File: src/rtl/rbc_pkg.sv
package rbc_pkg;
  typedef enum logic [2:0] {
    ST_IDLE  = 3'd0,
    ST_LOW   = 3'd1,
    ST_RISE  = 3'd2,
    ST_BOOST = 3'd3,
    ST_HOLD  = 3'd4
  } rbc_state_e;
endpackage

File: src/rtl/rbc_ontimer.sv
module rbc_ontimer #(
  parameter int ON_CYCLES = 64
) (
  input  logic clk,
  input  logic rst,
  input  logic start,
  input  logic clear,
  output logic expire
);
  localparam int CNT_W = (ON_CYCLES > 1) ? $clog2(ON_CYCLES) : 1;
  localparam logic [CNT_W-1:0] LOAD = CNT_W'(ON_CYCLES - 1);

  logic [CNT_W-1:0] cnt_q;
  logic             run_q;

  assign expire = run_q && (cnt_q == '0);

  always_ff @(posedge clk) begin
    if (rst) begin
      cnt_q <= '0;
      run_q <= 1'b0;
    end else if (start) begin
      cnt_q <= LOAD;
      run_q <= 1'b1;
    end else if (clear || expire) begin
      run_q <= 1'b0;
    end else if (run_q) begin
      cnt_q <= cnt_q - 1'b1;
    end
  end
endmodule

File: src/rtl/rbc_seq.sv
module rbc_seq
  import rbc_pkg::*;
(
  input  logic clk,
  input  logic rst,
  input  logic pd_active,
  input  logic thr_hit,
  input  logic apu_en,
  input  logic spu_req,
  input  logic skip_edge,
  input  logic spu_release,
  input  logic expire,
  output logic tmr_start,
  output logic tmr_clear,
  output logic pu_q,
  output logic done_q
);
  rbc_state_e st_q, st_d;
  logic       done_d;

  always_comb begin
    st_d      = st_q;
    tmr_start = 1'b0;
    tmr_clear = 1'b0;
    done_d    = 1'b0;
    unique case (st_q)
      ST_IDLE: if (pd_active) st_d = ST_LOW;
      ST_LOW: begin
        if (!pd_active) st_d = (skip_edge || !apu_en) ? ST_IDLE : ST_RISE;
      end
      ST_RISE: begin
        if (pd_active)    st_d = ST_LOW;
        else if (!apu_en) st_d = ST_IDLE;
        else if (thr_hit) begin
          st_d      = ST_BOOST;
          tmr_start = 1'b1;
        end
      end
      ST_BOOST: begin
        if (pd_active) begin
          st_d      = ST_LOW;
          tmr_clear = 1'b1;
        end else if (expire) begin
          st_d = spu_req ? ST_HOLD : ST_IDLE;
        end
      end
      ST_HOLD: begin
        if (pd_active) st_d = ST_LOW;
        else if (spu_release) begin
          st_d   = ST_IDLE;
          done_d = 1'b1;
        end
      end
      default: st_d = ST_IDLE;
    endcase
  end

  always_ff @(posedge clk) begin
    if (rst) begin
      st_q   <= ST_IDLE;
      pu_q   <= 1'b0;
      done_q <= 1'b0;
    end else begin
      st_q   <= st_d;
      pu_q   <= (st_d == ST_BOOST) || (st_d == ST_HOLD);
      done_q <= done_d;
    end
  end
endmodule

File: src/rtl/rise_boost_ctrl.sv
module rise_boost_ctrl #(
  parameter int ON_CYCLES = 64
) (
  input  logic clk,
  input  logic rst,
  input  logic pd_active,
  input  logic thr_hit,
  input  logic apu_en,
  input  logic spu_req,
  input  logic presence_edge,
  input  logic short_edge,
  input  logic spu_release,
  output logic pu_on,
  output logic spu_done
);
  logic tmr_start, tmr_clear, expire;
  logic skip_edge;

  assign skip_edge = presence_edge | short_edge;

  rbc_ontimer #(.ON_CYCLES(ON_CYCLES)) u_timer (
    .clk    (clk),
    .rst    (rst),
    .start  (tmr_start),
    .clear  (tmr_clear),
    .expire (expire)
  );

  rbc_seq u_seq (
    .clk         (clk),
    .rst         (rst),
    .pd_active   (pd_active),
    .thr_hit     (thr_hit),
    .apu_en      (apu_en),
    .spu_req     (spu_req),
    .skip_edge   (skip_edge),
    .spu_release (spu_release),
    .expire      (expire),
    .tmr_start   (tmr_start),
    .tmr_clear   (tmr_clear),
    .pu_q        (pu_on),
    .done_q      (spu_done)
  );
endmodule

File: config.mk
export PLATFORM = sky130hd
export DESIGN_NAME = rise_boost_ctrl
export DESIGN_NICKNAME = d
export VERILOG_FILES = /design/src/rtl/rbc_pkg.sv /design/src/rtl/rbc_ontimer.sv /design/src/rtl/rbc_seq.sv /design/src/rtl/rise_boost_ctrl.sv
export SDC_FILE = /design/constraint.sdc
export NUM_CORES = 1
export LEC_CHECK = 0
export ABC_AREA = 1
export BUFFER_PORTS_ARGS = -buffer_cell sky130_fd_sc_hd__buf_2
export CORE_AREA = 3 3 40 42
export CTS_CLUSTER_DIAMETER = 100
export DETAILED_ROUTE_END_ITERATION = 8
export DIE_AREA = 0 0 43 45
export GPL_TIMING_DRIVEN = 0
export PLACE_DENSITY_LB_ADDON = 0.15
export SLEW_MARGIN = 40
export SYNTH_ARGS = -nofsm -noshare
export SYNTH_HDL_FRONTEND = slang
export SYNTH_HIERARCHICAL = 1
export SYNTH_SLANG_ARGS = --single-unit
File: constraint.sdc
create_clock -name clk -period 4.4 [get_ports clk]
set_input_delay 0.66 -clock clk [delete_from_list [all_inputs] [get_ports clk]]
set_output_delay 0.66 -clock clk [all_outputs]
set_load 0.03 [all_outputs]
==> summary.json <==
{
  "worstHoldPathType": "flip-flop to flip-flop",
  "hold_path_end": "u_timer/cnt_q[1]$_SDFFE_PP0P_",
  "grt_antenna_before_repair": 0,
  "setup-violations-final": 0,
  "clkTransAtPathRegs_ns": 0.08,
  "clock_path_buffers": 2,
  "place_congestion": 0.8301,
  "clk_latency_ns": 0.27,
  "endpoint_kind": "flip-flop",
  "worst_pin_slew_ns": 0.2404,
  "grt_pass1_vias": 629,
  "detail_route.wirelength_um": 1402,
  "area_of_all_placed_cells_without_fillers_um2": 813.3,
  "tritoncts.num_buffers": 3,
  "maximum_number_of_pins_on_one_net_before_global_route_repair": 11,
  "beginning_of_the_worst_register_to_register_path": "u_timer/cnt_q[0]$_SDFFE_PP0P_",
  "regToRegEndpoint": "u_seq/pu_q$_SDFF_PP0_",
  "finalCriticalPeriod_ns": 1.634,
  "yosysWarnings": 6,
  "detail_route.drc_violations": 0,
  "share_of_the_clock_period_used_by_the_worst_path_pct": 37.13,
  "p_leak_nw": 0.4102,
  "first_iter_violations": 17,
  "timing.critical_path.fanout_max": 6,
  "ys_ff_latch": 12,
  "syn_area_cell_um2": 6.438,
  "fmax_ghz": 0.6121,
  "seq_area_frac_synth_pct": 33.92,
  "clock_skew_ns": 0.001288,
  "most_frequent_cell_after_synthesis": "sky130_fd_sc_hd__nand2_1",
  "cts_post_setup_buffers_inserted": 0,
  "timing_worst_setup_path_type": "flip-flop to flip-flop",
  "wire_per_inst_um": 10.09,
  "count_of_pins_over_their_slew_limit": 0,
  "viasPerCell": 5.036,
  "root_buffer": "sky130_fd_sc_hd__clkbuf_4",
  "powerDensity_nw_per_um2": 264.9,
  "async_flop_share_pct": 0,
  "crit_required_ns": 4.58,
  "timing.final.hold_violations": 0,
  "critical_path.startpoint_type": "flip-flop",
  "antennaDiodeCount": 0,
  "post_layout_nonfiller_instances": 139,
  "yosys-top-cells-area": "sky130_fd_sc_hd__dfxtp_1 34%, sky130_fd_sc_hd__nand2_1 12%, sky130_fd_sc_hd__inv_1 10%, sky130_fd_sc_hd__nand3_1 9.9%, sky130_fd_sc_hd__nor2_1 8.0%",
  "die_footprint_um2": 1935,
  "whs_path_depth": 2,
  "final_nets": 136,
  "vias": 700,
  "grt_overflow_total": 0,
  "all_layer_global_routing_usage_pct": 16.94,
  "reg2reg_depth": 13,
  "worstSetupStartpoint": "u_timer/cnt_q[0]$_SDFFE_PP0P_",
  "post_synth_edffs": 0,
  "min-delay-start": "u_timer/cnt_q[1]$_SDFFE_PP0P_",
  "max_cap_violations": 0,
  "first_pass_iters": 4,
  "grt_first_pass_wirelength_um": 2442,
  "post_synth_most_frequent_cells": "22 x sky130_fd_sc_hd__nand2_1, 19 x sky130_fd_sc_hd__inv_1, 15 x sky130_fd_sc_hd__nor2_1",
  "synthesized_nets": 121,
  "layout-drive-gt1-share_pct": 16.94,
  "outcome": "finished, final reports clean",
  "detailedPlacementHpwl_um": 1074,
  "post_cts_hold_buffer_count": 0,
  "dpl_cell_area_um2": 777.0,
  "totalPowerFinal_w": 0.0002154,
  "instance_count_after_placement_with_tap_cells_included": 135,
  "cts-resized-gates": 0,
  "syn_area_um2": 708.2,
  "worstPathArrival_ns": 1.81,
  "chipWidth_um": 43,
  "grt_setup_unrepaired": "no",
  "number_of_unique_standard_cell_types_used_by_synthesis": 19,
  "post-synth-top-area-fraction_pct": 33.92,
  "fin_worst_hold_slack_ns": 0.4843,
  "ant_nets": 0,
  "cts_num_sinks": 12,
  "floorplan.initialDensity_pct": 55.11,
  "top_level_ports": 11,
  "io_buffers": 10,
  "worst_ir_drop_on_vdd_mv": 0.1670,
  "die_height_um": 45,
  "fin_tns_setup_ns": 0,
  "number_of_cells_produced_by_synthesis": 110,
  "placementRows": 13,
  "area.growth.synth_to_final_pct": 14.84,
  "worst_slew_margin_rel_pct": 83.92,
  "dominantRegCellSynth": "sky130_fd_sc_hd__dfxtp_1",
  "htree_levels": 1,
  "placeable_core_area_um2": 1285,
  "netlist.top_cell.by_area": "sky130_fd_sc_hd__dfxtp_1",
  "tritoncts_clock_tree": "built",
  "rrSetupSlack_ns": 2.77
}
-- flip-flops by register name, indices dropped and copies added (netlist names) --
name           count
u_timer/run_q      1
u_seq/st_q         3
u_timer/cnt_q      6
u_seq/done_q       1
u_seq/pu_q         1
-- worst max path at each step --
stage / to / cells past startpoint
after floorplan: u_timer/cnt_q[3]$_SDFFE_PP0P_ / 6
after global placement: u_timer/cnt_q[3]$_SDFFE_PP0P_ / 7
after detailed placement: u_timer/cnt_q[3]$_SDFFE_PP0P_ / 7
after CTS: u_seq/pu_q$_SDFF_PP0_ / 13
after global routing: u_seq/pu_q$_SDFF_PP0_ / 13
final: u_seq/pu_q$_SDFF_PP0_ / 13
-- layout by cell type, fill, tap and decap left out, types with 2 or more instances in the layout --
| cell | synthesis | layout |
|---|---|---|
| sky130_fd_sc_hd__nand2_1 | 22 | 22 |
| sky130_fd_sc_hd__inv_1 | 19 | 19 |
| sky130_fd_sc_hd__nor2_1 | 15 | 15 |
| sky130_fd_sc_hd__nand3_1 | 14 | 14 |
| sky130_fd_sc_hd__dfxtp_1 | 12 | 12 |
| sky130_fd_sc_hd__buf_2 | 0 | 10 |
| sky130_fd_sc_hd__a21oi_1 | 7 | 7 |
| sky130_fd_sc_hd__clkbuf_4 | 0 | 3 |
| sky130_fd_sc_hd__o21ai_0 | 3 | 3 |
| sky130_fd_sc_hd__inv_2 | 2 | 2 |
| sky130_fd_sc_hd__nand4_1 | 2 | 2 |
| sky130_fd_sc_hd__nand3_2 | 2 | 2 |
| sky130_fd_sc_hd__nor3_1 | 2 | 2 |
| sky130_fd_sc_hd__nand2_4 | 2 | 2 |
| sky130_fd_sc_hd__ha_1 | 2 | 2 |
-- per-layer routing --
layer / vias up / wire [um] / track usage, %
met5: - / 0 / 0
met2: 16 / 696 / 29.94
li1: 377 / - / -
met3: 4 / 60 / 2.390
met4: 0 / 27 / 12.65
met1: 303 / 617 / 18.45
-- logic make-up (layout without fill, tap and decap cells) --
family                   after synthesis  in the layout  synth area share [%]
flip-flops                            12             12                 33.92
adder cells (fa/ha/maj)                2              2                 3.533
AND/OR/NAND/NOR                       61             61                 40.46
buffers and inverters                 21             35                 11.13
AO/OA/AOI/OAI                         13             13                 9.716
XOR/XNOR                               1              1                 1.237
-- report_power, final --
group          switching (W)  internal [W]
combinational     0.00000997    0.00000638
clock              0.0000382     0.0000503
sequential       0.000000746      0.000110
-- critical path, cell delays in order, from the launching register on --
cell and delay, ns:
sky130_fd_sc_hd__dfxtp_1 0.32, sky130_fd_sc_hd__inv_1 0.15, sky130_fd_sc_hd__ha_1 0.17, sky130_fd_sc_hd__inv_1 0.04
sky130_fd_sc_hd__nor2_1 0.10, sky130_fd_sc_hd__nand3_2 0.14, sky130_fd_sc_hd__inv_1 0.11, sky130_fd_sc_hd__inv_1 0.06
sky130_fd_sc_hd__nand3_1 0.06, sky130_fd_sc_hd__nor2_1 0.04, sky130_fd_sc_hd__a21oi_1 0.17, sky130_fd_sc_hd__nand2_1 0.08
sky130_fd_sc_hd__nand2_1 0.06, sky130_fd_sc_hd__nor2_1 0.03
-- cell type report --
type	count	area (um^2)
multi-input combinational	77	389.1
inverter	21	78.83
tap	15	18.77
fill	124	471.7
clock buffer	4	36.28
sequential	12	240.2
timing repair buffer	10	50.05
-- metrics by stage --
stage          worst slack (ns)  utilization (%)
6_report                  2.766            63.29
5_1_grt                   2.617            63.29
4_1_cts                   2.751            63.29
3_5_place_dp              2.683            60.47
3_3_place_gp              2.705            60.47
2_1_floorplan             2.944                -
(Power assumes the default switching activity.)
